## src/rtl/ezd_pkg.sv

```systemverilog
package ezd_pkg;

  typedef enum logic [1:0] {
    ST_IDLE   = 2'd0,
    ST_DATA   = 2'd1,
    ST_PARITY = 2'd2
  } ezd_phase_e;

endpackage

```

## src/rtl/ezd_zero_pop.sv

```systemverilog
module ezd_zero_pop #(
  parameter int BYTE_W = 8,
  parameter int POP_W  = $clog2(BYTE_W + 1)
) (
  input  logic [BYTE_W-1:0] in_byte,
  output logic [POP_W-1:0]  zero_cnt
);

  logic [BYTE_W-1:0] low_bit;

  genvar g;
  generate
    for (g = 0; g < BYTE_W; g++) begin : g_inv
      assign low_bit[g] = ~in_byte[g];
    end
  endgenerate

  function automatic logic [POP_W-1:0] count_set(input logic [BYTE_W-1:0] v);
    logic [POP_W-1:0] s;
    s = '0;
    for (int i = 0; i < BYTE_W; i++) begin
      s = s + POP_W'(v[i]);
    end
    return s;
  endfunction

  assign zero_cnt = count_set(low_bit);

endmodule

```

## src/rtl/ezd_sat_acc.sv

```systemverilog
module ezd_sat_acc #(
  parameter int CNT_W = 4,
  parameter int INC_W = 4,
  parameter int LIMIT = 8
) (
  input  logic             clk,
  input  logic             rst_n,
  input  logic             clear,
  input  logic             add_en,
  input  logic [INC_W-1:0] inc,
  output logic [CNT_W-1:0] cnt_q,
  output logic [CNT_W-1:0] cnt_next
);

  localparam int SUM_W = (CNT_W > INC_W ? CNT_W : INC_W) + 1;
  localparam logic [SUM_W-1:0] CAP = SUM_W'(LIMIT + 1);

  function automatic logic [CNT_W-1:0] sat_sum(input logic [CNT_W-1:0] a,
                                               input logic [INC_W-1:0] b);
    logic [SUM_W-1:0] s;
    s = SUM_W'(a) + SUM_W'(b);
    if (s > CAP) s = CAP;
    return CNT_W'(s);
  endfunction

  always_comb begin
    if (clear)       cnt_next = '0;
    else if (add_en) cnt_next = sat_sum(cnt_q, inc);
    else             cnt_next = cnt_q;
  end

  always_ff @(posedge clk) begin
    if (!rst_n) cnt_q <= '0;
    else        cnt_q <= cnt_next;
  end

endmodule

```

## src/rtl/ezd_seq.sv

```systemverilog
module ezd_seq
  import ezd_pkg::*;
#(
  parameter int DATA_BYTES   = 512,
  parameter int PARITY_BYTES = 13,
  parameter int ERR_W        = 4,
  parameter int LIMIT        = 8
) (
  input  logic             clk,
  input  logic             rst_n,
  input  logic             start,
  input  logic [ERR_W-1:0] dec_errs,
  input  logic             in_valid,
  output logic             in_ready,
  output logic             take_data,
  output logic             take_parity,
  output logic             last_parity,
  output logic             start_take,
  output logic             skip_take
);

  localparam int MAXB  = DATA_BYTES > PARITY_BYTES ? DATA_BYTES : PARITY_BYTES;
  localparam int IDX_W = $clog2(MAXB);
  localparam logic [IDX_W-1:0] DATA_LAST = IDX_W'(DATA_BYTES - 1);
  localparam logic [IDX_W-1:0] PAR_LAST  = IDX_W'(PARITY_BYTES - 1);

  ezd_phase_e       st_q, st_d;
  logic [IDX_W-1:0] idx_q, idx_d;

  function automatic logic over_limit(input logic [ERR_W-1:0] e);
    return e > ERR_W'(LIMIT);
  endfunction

  assign in_ready    = (st_q == ST_DATA) || (st_q == ST_PARITY);
  assign take_data   = (st_q == ST_DATA) && in_valid;
  assign take_parity = (st_q == ST_PARITY) && in_valid;
  assign last_parity = take_parity && (idx_q == PAR_LAST);
  assign start_take  = (st_q == ST_IDLE) && start;
  assign skip_take   = start_take && !over_limit(dec_errs);

  always_comb begin
    st_d  = st_q;
    idx_d = idx_q;
    case (st_q)
      ST_IDLE: begin
        if (start && over_limit(dec_errs)) begin
          st_d  = ST_DATA;
          idx_d = '0;
        end
      end
      ST_DATA: begin
        if (in_valid) begin
          if (idx_q == DATA_LAST) begin
            st_d  = ST_PARITY;
            idx_d = '0;
          end else begin
            idx_d = idx_q + 1'b1;
          end
        end
      end
      ST_PARITY: begin
        if (in_valid) begin
          if (idx_q == PAR_LAST) begin
            st_d  = ST_IDLE;
            idx_d = '0;
          end else begin
            idx_d = idx_q + 1'b1;
          end
        end
      end
      default: begin
        st_d  = ST_IDLE;
        idx_d = '0;
      end
    endcase
  end

  always_ff @(posedge clk) begin
    if (!rst_n) begin
      st_q  <= ST_IDLE;
      idx_q <= '0;
    end else begin
      st_q  <= st_d;
      idx_q <= idx_d;
    end
  end

endmodule

```

## src/rtl/erased_sector_detect.sv

```systemverilog
module erased_sector_detect #(
  parameter int DATA_BYTES   = 512,
  parameter int PARITY_BYTES = 13,
  parameter int BYTE_W       = 8,
  parameter int ERR_W        = 4,
  parameter int LIMIT        = 8,
  parameter int CNT_W        = 4
) (
  input  logic              clk,
  input  logic              rst_n,
  input  logic              start,
  input  logic [ERR_W-1:0]  dec_errs,
  input  logic              in_valid,
  output logic              in_ready,
  input  logic [BYTE_W-1:0] in_data,
  output logic              done,
  output logic              erased,
  output logic              uncorrectable,
  output logic [CNT_W-1:0]  flips,
  output logic              fill_ones
);

  localparam int POP_W = $clog2(BYTE_W + 1);

  logic             take_data, take_parity, last_parity, start_take, skip_take;
  logic [POP_W-1:0] byte_zeros;
  logic [CNT_W-1:0] data_cnt, data_next, par_cnt, par_next;
  logic [CNT_W:0]   zero_total;
  logic             verdict_blank;

  logic             done_q, erased_q, uncor_q, fill_q;
  logic [CNT_W-1:0] flips_q;

  ezd_seq #(
    .DATA_BYTES  (DATA_BYTES),
    .PARITY_BYTES(PARITY_BYTES),
    .ERR_W       (ERR_W),
    .LIMIT       (LIMIT)
  ) u_seq (
    .clk        (clk),
    .rst_n      (rst_n),
    .start      (start),
    .dec_errs   (dec_errs),
    .in_valid   (in_valid),
    .in_ready   (in_ready),
    .take_data  (take_data),
    .take_parity(take_parity),
    .last_parity(last_parity),
    .start_take (start_take),
    .skip_take  (skip_take)
  );

  ezd_zero_pop #(.BYTE_W(BYTE_W), .POP_W(POP_W)) u_pop (
    .in_byte (in_data),
    .zero_cnt(byte_zeros)
  );

  ezd_sat_acc #(.CNT_W(CNT_W), .INC_W(POP_W), .LIMIT(LIMIT)) u_data_acc (
    .clk     (clk),
    .rst_n   (rst_n),
    .clear   (start_take),
    .add_en  (take_data),
    .inc     (byte_zeros),
    .cnt_q   (data_cnt),
    .cnt_next(data_next)
  );

  ezd_sat_acc #(.CNT_W(CNT_W), .INC_W(POP_W), .LIMIT(LIMIT)) u_par_acc (
    .clk     (clk),
    .rst_n   (rst_n),
    .clear   (start_take),
    .add_en  (take_parity),
    .inc     (byte_zeros),
    .cnt_q   (par_cnt),
    .cnt_next(par_next)
  );

  function automatic logic within_limit(input logic [CNT_W:0] t);
    return t <= (CNT_W + 1)'(LIMIT);
  endfunction

  assign zero_total    = {1'b0, data_next} + {1'b0, par_next};
  assign verdict_blank = within_limit(zero_total);

  always_ff @(posedge clk) begin
    if (!rst_n) begin
      done_q   <= 1'b0;
      erased_q <= 1'b0;
      uncor_q  <= 1'b0;
      flips_q  <= '0;
      fill_q   <= 1'b0;
    end else begin
      done_q <= 1'b0;
      if (start_take) begin
        done_q   <= skip_take;
        erased_q <= 1'b0;
        uncor_q  <= 1'b0;
        flips_q  <= '0;
        fill_q   <= 1'b0;
      end else if (last_parity) begin
        done_q   <= 1'b1;
        erased_q <= verdict_blank;
        uncor_q  <= !verdict_blank;
        flips_q  <= verdict_blank ? data_next : '0;
        fill_q   <= verdict_blank && (data_next != '0);
      end
    end
  end

  assign done          = done_q;
  assign erased        = erased_q;
  assign uncorrectable = uncor_q;
  assign flips         = flips_q;
  assign fill_ones     = fill_q;

endmodule

```

## config.mk

```make
export PLATFORM = sky130hd
export DESIGN_NAME = erased_sector_detect
export DESIGN_NICKNAME = d
export VERILOG_FILES = /design/src/rtl/ezd_pkg.sv /design/src/rtl/ezd_zero_pop.sv /design/src/rtl/ezd_sat_acc.sv /design/src/rtl/ezd_seq.sv /design/src/rtl/erased_sector_detect.sv
export SDC_FILE = /design/constraint.sdc
export NUM_CORES = 1
export LEC_CHECK = 0
export BUFFER_PORTS_ARGS = -buffer_cell sky130_fd_sc_hd__buf_2
export CAP_MARGIN = 10
export CORE_MARGIN = 3
export CORE_UTILIZATION = 55
export CTS_CLUSTER_DIAMETER = 30
export DETAILED_ROUTE_END_ITERATION = 12
export PLACE_DENSITY_LB_ADDON = 0.1
export SLEW_MARGIN = 10
export SYNTH_ARGS = -nofsm -noshare
export SYNTH_HDL_FRONTEND = slang
export SYNTH_SLANG_ARGS = --single-unit
```

## constraint.sdc

```tcl
create_clock -name clk -period 12.4 [get_ports clk]
set_input_delay 0.62 -clock clk [delete_from_list [all_inputs] [get_ports clk]]
set_output_delay 0.62 -clock clk [all_outputs]
set_load 0.05 [all_outputs]
```

==> results of run 1 <==
## routing by layer
layer / wire [µm] / GRT usage (%)
met1: 1870 / 30.4
met2: 1740 / 31.6
met3: 220 / 3.81
met4: 41 / 4.49
met5: 0 / 0
## registers in the layout (all words and copies together) (netlist names)
name,count
u_seq.idx_q,9
flips,4
u_data_acc.cnt_q,4
u_par_acc.cnt_q,4
u_seq.st_q,2
done,1
erased,1
fill_ones,1
uncorrectable,1
## cell type report
cell class | instances | area (µm²) | area share [%]
inverters | 18 | 67.6 | 3.28
well taps | 44 | 55.1 | 2.67
clock inverters | 1 | 7.51 | 0.365
repair buffers | 24 | 120 | 5.84
flip-flops and latches | 27 | 541 | 26.3
multi-input cells | 161 | 1240 | 60.5
clock buffers | 3 | 22.5 | 1.09
## worst max path at each step
| stage | from | end | cells past startpoint |
|---|---|---|---|
| 2_1_floorplan | in_data[0] | fill_ones | 21 |
| 3_3_place_gp | in_data[0] | fill_ones | 22 |
| 3_5_place_dp | in_data[0] | fill_ones | 21 |
| 4_1_cts | in_data[0] | fill_ones | 21 |
| 5_1_grt | in_data[0] | flips[2] | 21 |
| 6_report | in_data[0] | fill_ones | 21 |
## metrics by stage
stage / setup WS [ns] / instances
2_1_floorplan: 6.61 / 210
3_3_place_gp: 6.33 / 274
3_5_place_dp: 6.07 / 274
4_1_cts: 6.42 / 278
5_1_grt: 6.07 / 278
6_report: 6.36 / 278
## report_power, final
part           leakage, nW  internal (W)  switching, W
Clock               0.0139     0.0000123     0.0000269
Sequential           0.218     0.0000887    0.00000127
Combinational        0.763     0.0000278     0.0000490
Total                0.995      0.000129     0.0000772
## tightest hold or removal path, cell delays in order, from the launching register on
cell and delay [ns]:
dfxtp_1 0.36, nand4_1 0.07, o21ai_1 0.05
## cells by family (layout without fill, tap and decap cells)
| logic type | after synthesis | count (layout) | share of synthesized area [%] |
|---|---|---|---|
| DFF | 27 | 27 | 28.8 |
| adders and majority gates | 29 | 29 | 22.1 |
| xor gates and xnor gates | 11 | 11 | 5.13 |
| and+or+nand+nor | 76 | 76 | 22.2 |
| buffers and inverters | 22 | 46 | 4.93 |
| AOI/OAI and AO/OA | 45 | 45 | 16.9 |
## synth_stat cells (2+ instances only)
master and number:
a22oi_1 6, and2_1 6, nor2b_1 2, a21o_1 6, nand4_1 9, o21ai_1 2
xnor2_1 2, nor2_1 23, or3_1 2, xor2_1 9, nor4_1 2, o21ai_0 4
a32o_1 2, nand2_1 13, inv_1 18, nor3_1 3, nand2b_1 2, buf_2 2
a21oi_1 10, nand3_1 3, a211oi_1 3, and3_1 4, a21boi_0 4, a211oi_2 2
fa_1 7, dfxtp_1 27, ha_1 22
==> results.cfg, run 1 <==
[status]
status = finished, final reports clean

[power_and_ir_drop]
peakVddDrop_v = 0.0000582
leakage_nw = 0.995
totalPowerFinal_w = 0.000206
p_per_area_nw_per_um2 = 100

[synthesis]
synth_top_area_share_pct = 28.8
netlist_area_um2 = 1880
ys.warnings.count = 0
synth-edff-count = 0
ys.flop_type = dfxtp_1
avgSynthCellArea_um2 = 8.94
ys_types = 42
synth_area_leaders = dfxtp_1 29%, ha_1 15%, fa_1 7.5%, nor2_1 4.6%, xor2_1 4.2%
synthArstFlopShare_pct = 0
synthesis.instances = 210
seq_area_frac_synth_pct = 28.8
synth_top_area_cell = dfxtp_1
ys_ff_latch = 27
synth_nets = 255

[worst_setup_path]
cp-end-kind = flip-flop
r2r_slack_ns = 8.64
worstReg2RegStart = u_data_acc.cnt_q[0]
slowest_stage = fa_1
crit_family = adder cells
path_cells = buf_2, inv_1, ha_1, fa_1, fa_1, fa_1, inv_1, fa_1, inv_1, fa_1, and3b_1, a211oi_2, o22ai_1, a211oi_2, ha_1, fa_1, or3_1, nor3b_1, and4bb_1, nand3_1, o21ai_1
cp_max_fo = 7
ff2ff_path_depth = 13
r2r-end = fill_ones
worstPathRequired_ns = 12.66
setup.worst_path.class = primary input to flip-flop
max_stage_delay_ns = 0.56
cp-start-kind = primary input
crit_buf_inv = 4
cp_common_cell = fa_1
cp.arrival_ns = 6.30

[route]
ant_nets = 0
drtPass1Iterations = 4
first_iter_violations = 100
vias = 1573
drc = 0
wl_per_cell_um = 13.9
routed_wirelength_mm = 3.87
via_per_inst = 5.66

[floorplanning]
die_h_um = 64.4
core_um2 = 3150
fp-row-count = 20
fp.dieW_um = 64.4
num_io_pins = 25
die-area_um2 = 4150
start_util_pct = 59.6

[layout]
fin_util_pct = 65.3
final_nets = 280
area_growth_pct = 9.59
diodes = 0
final_common_cell = dfxtp_1
fillerInstances = 275
layout-drive-gt1-share_pct = 15.0
final_cell_mix = 27 x dfxtp_1, 24 x buf_2, 23 x nor2_1
design_area_um2 = 2060

[grt]
grt_pass1_wl_mm = 6.94
grt-ovfl-total = 0
antenna_found_initial = 0
grt_pass1_vias = 1551
grt_util_all_layers_pct = 20.7
grt_max_degree = 17

[timing]
min_period_ns = 6.04
slew_violations = 0
slew_headroom_pct = 71.9
fmax_mhz = 166
hold_viol_final = 0
rsz0062_at_grt = false
tightest_slew_ns = 0.421
fin_tns_setup_ns = 0
period_share_pct = 48.7
finalHoldWorstSlack_ns = 0.499
skew_ns = 0.0108
setup_viol = 0

[clocking]
cts_made_buffers = 3
cts_tree = done
cts_resized = 0
cts_sinks = 27
cts_setup_buffers = 0
cts_root_buffer = clkbuf_4
clk_pin_slew_ns = 0.14
cts_buffer_depth = 2
htreeDepth = 1
ctsHoldBuffers = 0
clock_latency_ns = 0.32

[min_path]
worstHoldPathType = flip-flop to flip-flop
min_path_cells = 2
min_from = fill_ones
holdPathEnd = fill_ones

[place]
placed_cell_area_um2 = 2030
hpwl_mm = 3.11
portBuffers = 24
place_congestion = 0.916

[job]
max_cap_violations = 0
Power figures use the tool's default switching activity.
==> run 2, diff against run 1 <==
--- a/config.mk
+++ b/config.mk
@@ -8,7 +8,7 @@
 export BUFFER_PORTS_ARGS = -buffer_cell sky130_fd_sc_hd__buf_2
 export CAP_MARGIN = 10
 export CORE_MARGIN = 3
-export CORE_UTILIZATION = 55
+export CORE_UTILIZATION = 52
 export CTS_CLUSTER_DIAMETER = 30
 export DETAILED_ROUTE_END_ITERATION = 12
 export PLACE_DENSITY_LB_ADDON = 0.1
==> constraint.sdc (replaced) <==
create_clock -name clk -period 4.9 [get_ports clk]
set_input_delay 0.245 -clock clk [delete_from_list [all_inputs] [get_ports clk]]
set_output_delay 0.245 -clock clk [all_outputs]
set_load 0.05 [all_outputs]
==> run 2 against run 1 <==
- the run now ends with negative setup slack left
- sequential share of layout area down 3.1 points
- combinational power rose to 3.3 times the previous value
- core utilization up 3.1 points
- global-route usage up 0.70 points
- sequential cell count unchanged
- first-iteration DRC count unchanged
- non-clock buffer count up 20
- worst setup slack worse by 6.6 ns
- clock skew down 0.0088 ns
- clock-buffer cell count unchanged
- largest cell class unchanged
- highest routed layer unchanged
==> results.cfg, run 2 (synthesis results as in run 1) <==
[layout]
diodes = 0
largest_register = u_seq.idx_q
ff_latch_area_um2 = 541
largest_register_ffs = 9
multiInputGateArea_um2 = 1340
fillerInstances = 287
final_nets = 300
final_common_cell = dfxtp_1
design_area_um2 = 2340
area_growth_pct = 24.4
instances_no_fill = 300
final_cell_mix = 27 x dfxtp_1, 23 x nor2_1, 22 x buf_2
layout-drive-gt1-share_pct = 29.9

[worst_setup_path]
ff2ff_path_depth = 13
r2r_slack_ns = 1.34
cp-end-kind = flip-flop
setup.worst_path.class = primary input to flip-flop
worstPathRequired_ns = 5.19
cp-start-kind = primary input
cp_max_fo = 7
cp.arrival_ns = 5.42

[job]
max_cap_violations = 0

[floorplanning]
start_util_pct = 55.0
die-area_um2 = 4370
fp.dieW_um = 66.1
fp-row-count = 21
num_io_pins = 25
die_h_um = 66.1
core_um2 = 3420

[min_path]
worstHoldPathType = primary input to flip-flop
min_path_cells = 3

[clocking]
cts_root_buffer = clkbuf_4
cts_sinks = 27
cts_buffer_depth = 2
cts_made_buffers = 3
htreeDepth = 1
cts_tree = done
ctsHoldBuffers = 0
clk_pin_slew_ns = 0.16
clock_latency_ns = 0.34

[route]
routed_wirelength_mm = 4.36
drtPass1Iterations = 7
drc = 0
via_per_inst = 5.69
ant_nets = 0
vias = 1707
wl_per_cell_um = 14.5
first_iter_violations = 100

[grt]
grt_pass1_vias = 1723
antenna_found_initial = 0
grt_pass1_wl_mm = 7.37
grt-ovfl-total = 0
grt_util_all_layers_pct = 21.4
grt_max_degree = 18

[place]
place_congestion = 0.943
hpwl_mm = 3.49
placed_cell_area_um2 = 2230
portBuffers = 24
dp_slack_ns = -0.680
dp_cells = 295

[timing]
setup_viol = 7
hold_viol_final = 0
slew_violations = 0
skew_ns = 0.00191
period_share_pct = 105
tightest_slew_ns = 0.472
min_period_ns = 5.13
fmax_mhz = 195
postLayoutSetupSlackWorst_ns = -0.230
slew_headroom_pct = 68.5
rsz0062_at_grt = true
fin_tns_setup_ns = -1.38

[status]
violations = negative setup slack
status = finished, violations left

[power_and_ir_drop]
p_per_area_nw_per_um2 = 251
peakVddDrop_v = 0.000204
leakage_nw = 1.11
totalPowerFinal_w = 0.000587
## run 2: per-stage QoR
stage	utilization (%)	hold slack (ns)
6_report	68.4	0.258
5_1_grt	68.4	0.252
4_1_cts	68.0	0.240
3_5_place_dp	65.3	0.476
3_3_place_gp	65.3	0.474
2_1_floorplan	-	0.398
## run 2: worst max-delay path: stages
cell and delay, ns:
buf_8 0.10, inv_6 0.04, ha_4 0.19, fa_1 0.46, fa_1 0.52, fa_2 0.22, inv_2 0.04, fa_1 0.51
inv_2 0.09, buf_6 0.13, fa_2 0.34, buf_4 0.15, a31oi_1 0.24, o22ai_2 0.14, a211oi_2 0.24, ha_2 0.25
fa_2 0.42, or3_4 0.38, nor3b_2 0.16, and4bb_4 0.36, nand3_2 0.07, o21ai_1 0.12
## run 2: power breakdown
part	switching, W	internal (W)	leakage, nW
registers	0.00000369	0.000225	0.218
logic	0.000142	0.000109	0.869
clock network	0.0000745	0.0000334	0.0183
## run 2: worst paths after layout
check	startpoint	endpoint
setup / recovery	in_data[1]	fill_ones
hold / removal	rst_n	u_seq.st_q[1]
setup reg to reg	u_par_acc.cnt_q[0]	fill_ones
hold reg to reg	fill_ones	fill_ones
## run 2: area by class of cell
class                           instances  share of cell area (%)
Clock buffer                            3                   0.964
Inverter                               18                    3.21
Timing Repair Buffer                   44                    12.4
Sequential cell                        27                    23.1
Tap cell                               46                    2.46
Multi-Input combinational cell        161                    57.4
Clock inverter                          1                   0.375
## run 2: metal layers
| metal | GRT usage (%) | up-vias | part of all wire [%] |
|---|---|---|---|
| li1 | - | 831 | - |
| met1 | 28.2 | 842 | 46 |
| met2 | 36.7 | 29 | 49 |
| met3 | 2.72 | 5 | 4.4 |
| met4 | 5.33 | 0 | 0.85 |
| met5 | 0 | - | 0 |
## run 2: timing repair
item,CTS,global route
buffers inserted,1,0
setup endpoints to repair,7,7
pin swaps,4,3
resized for setup,11,3
endpoints found under the hold margin,0,0
cloned,0,0
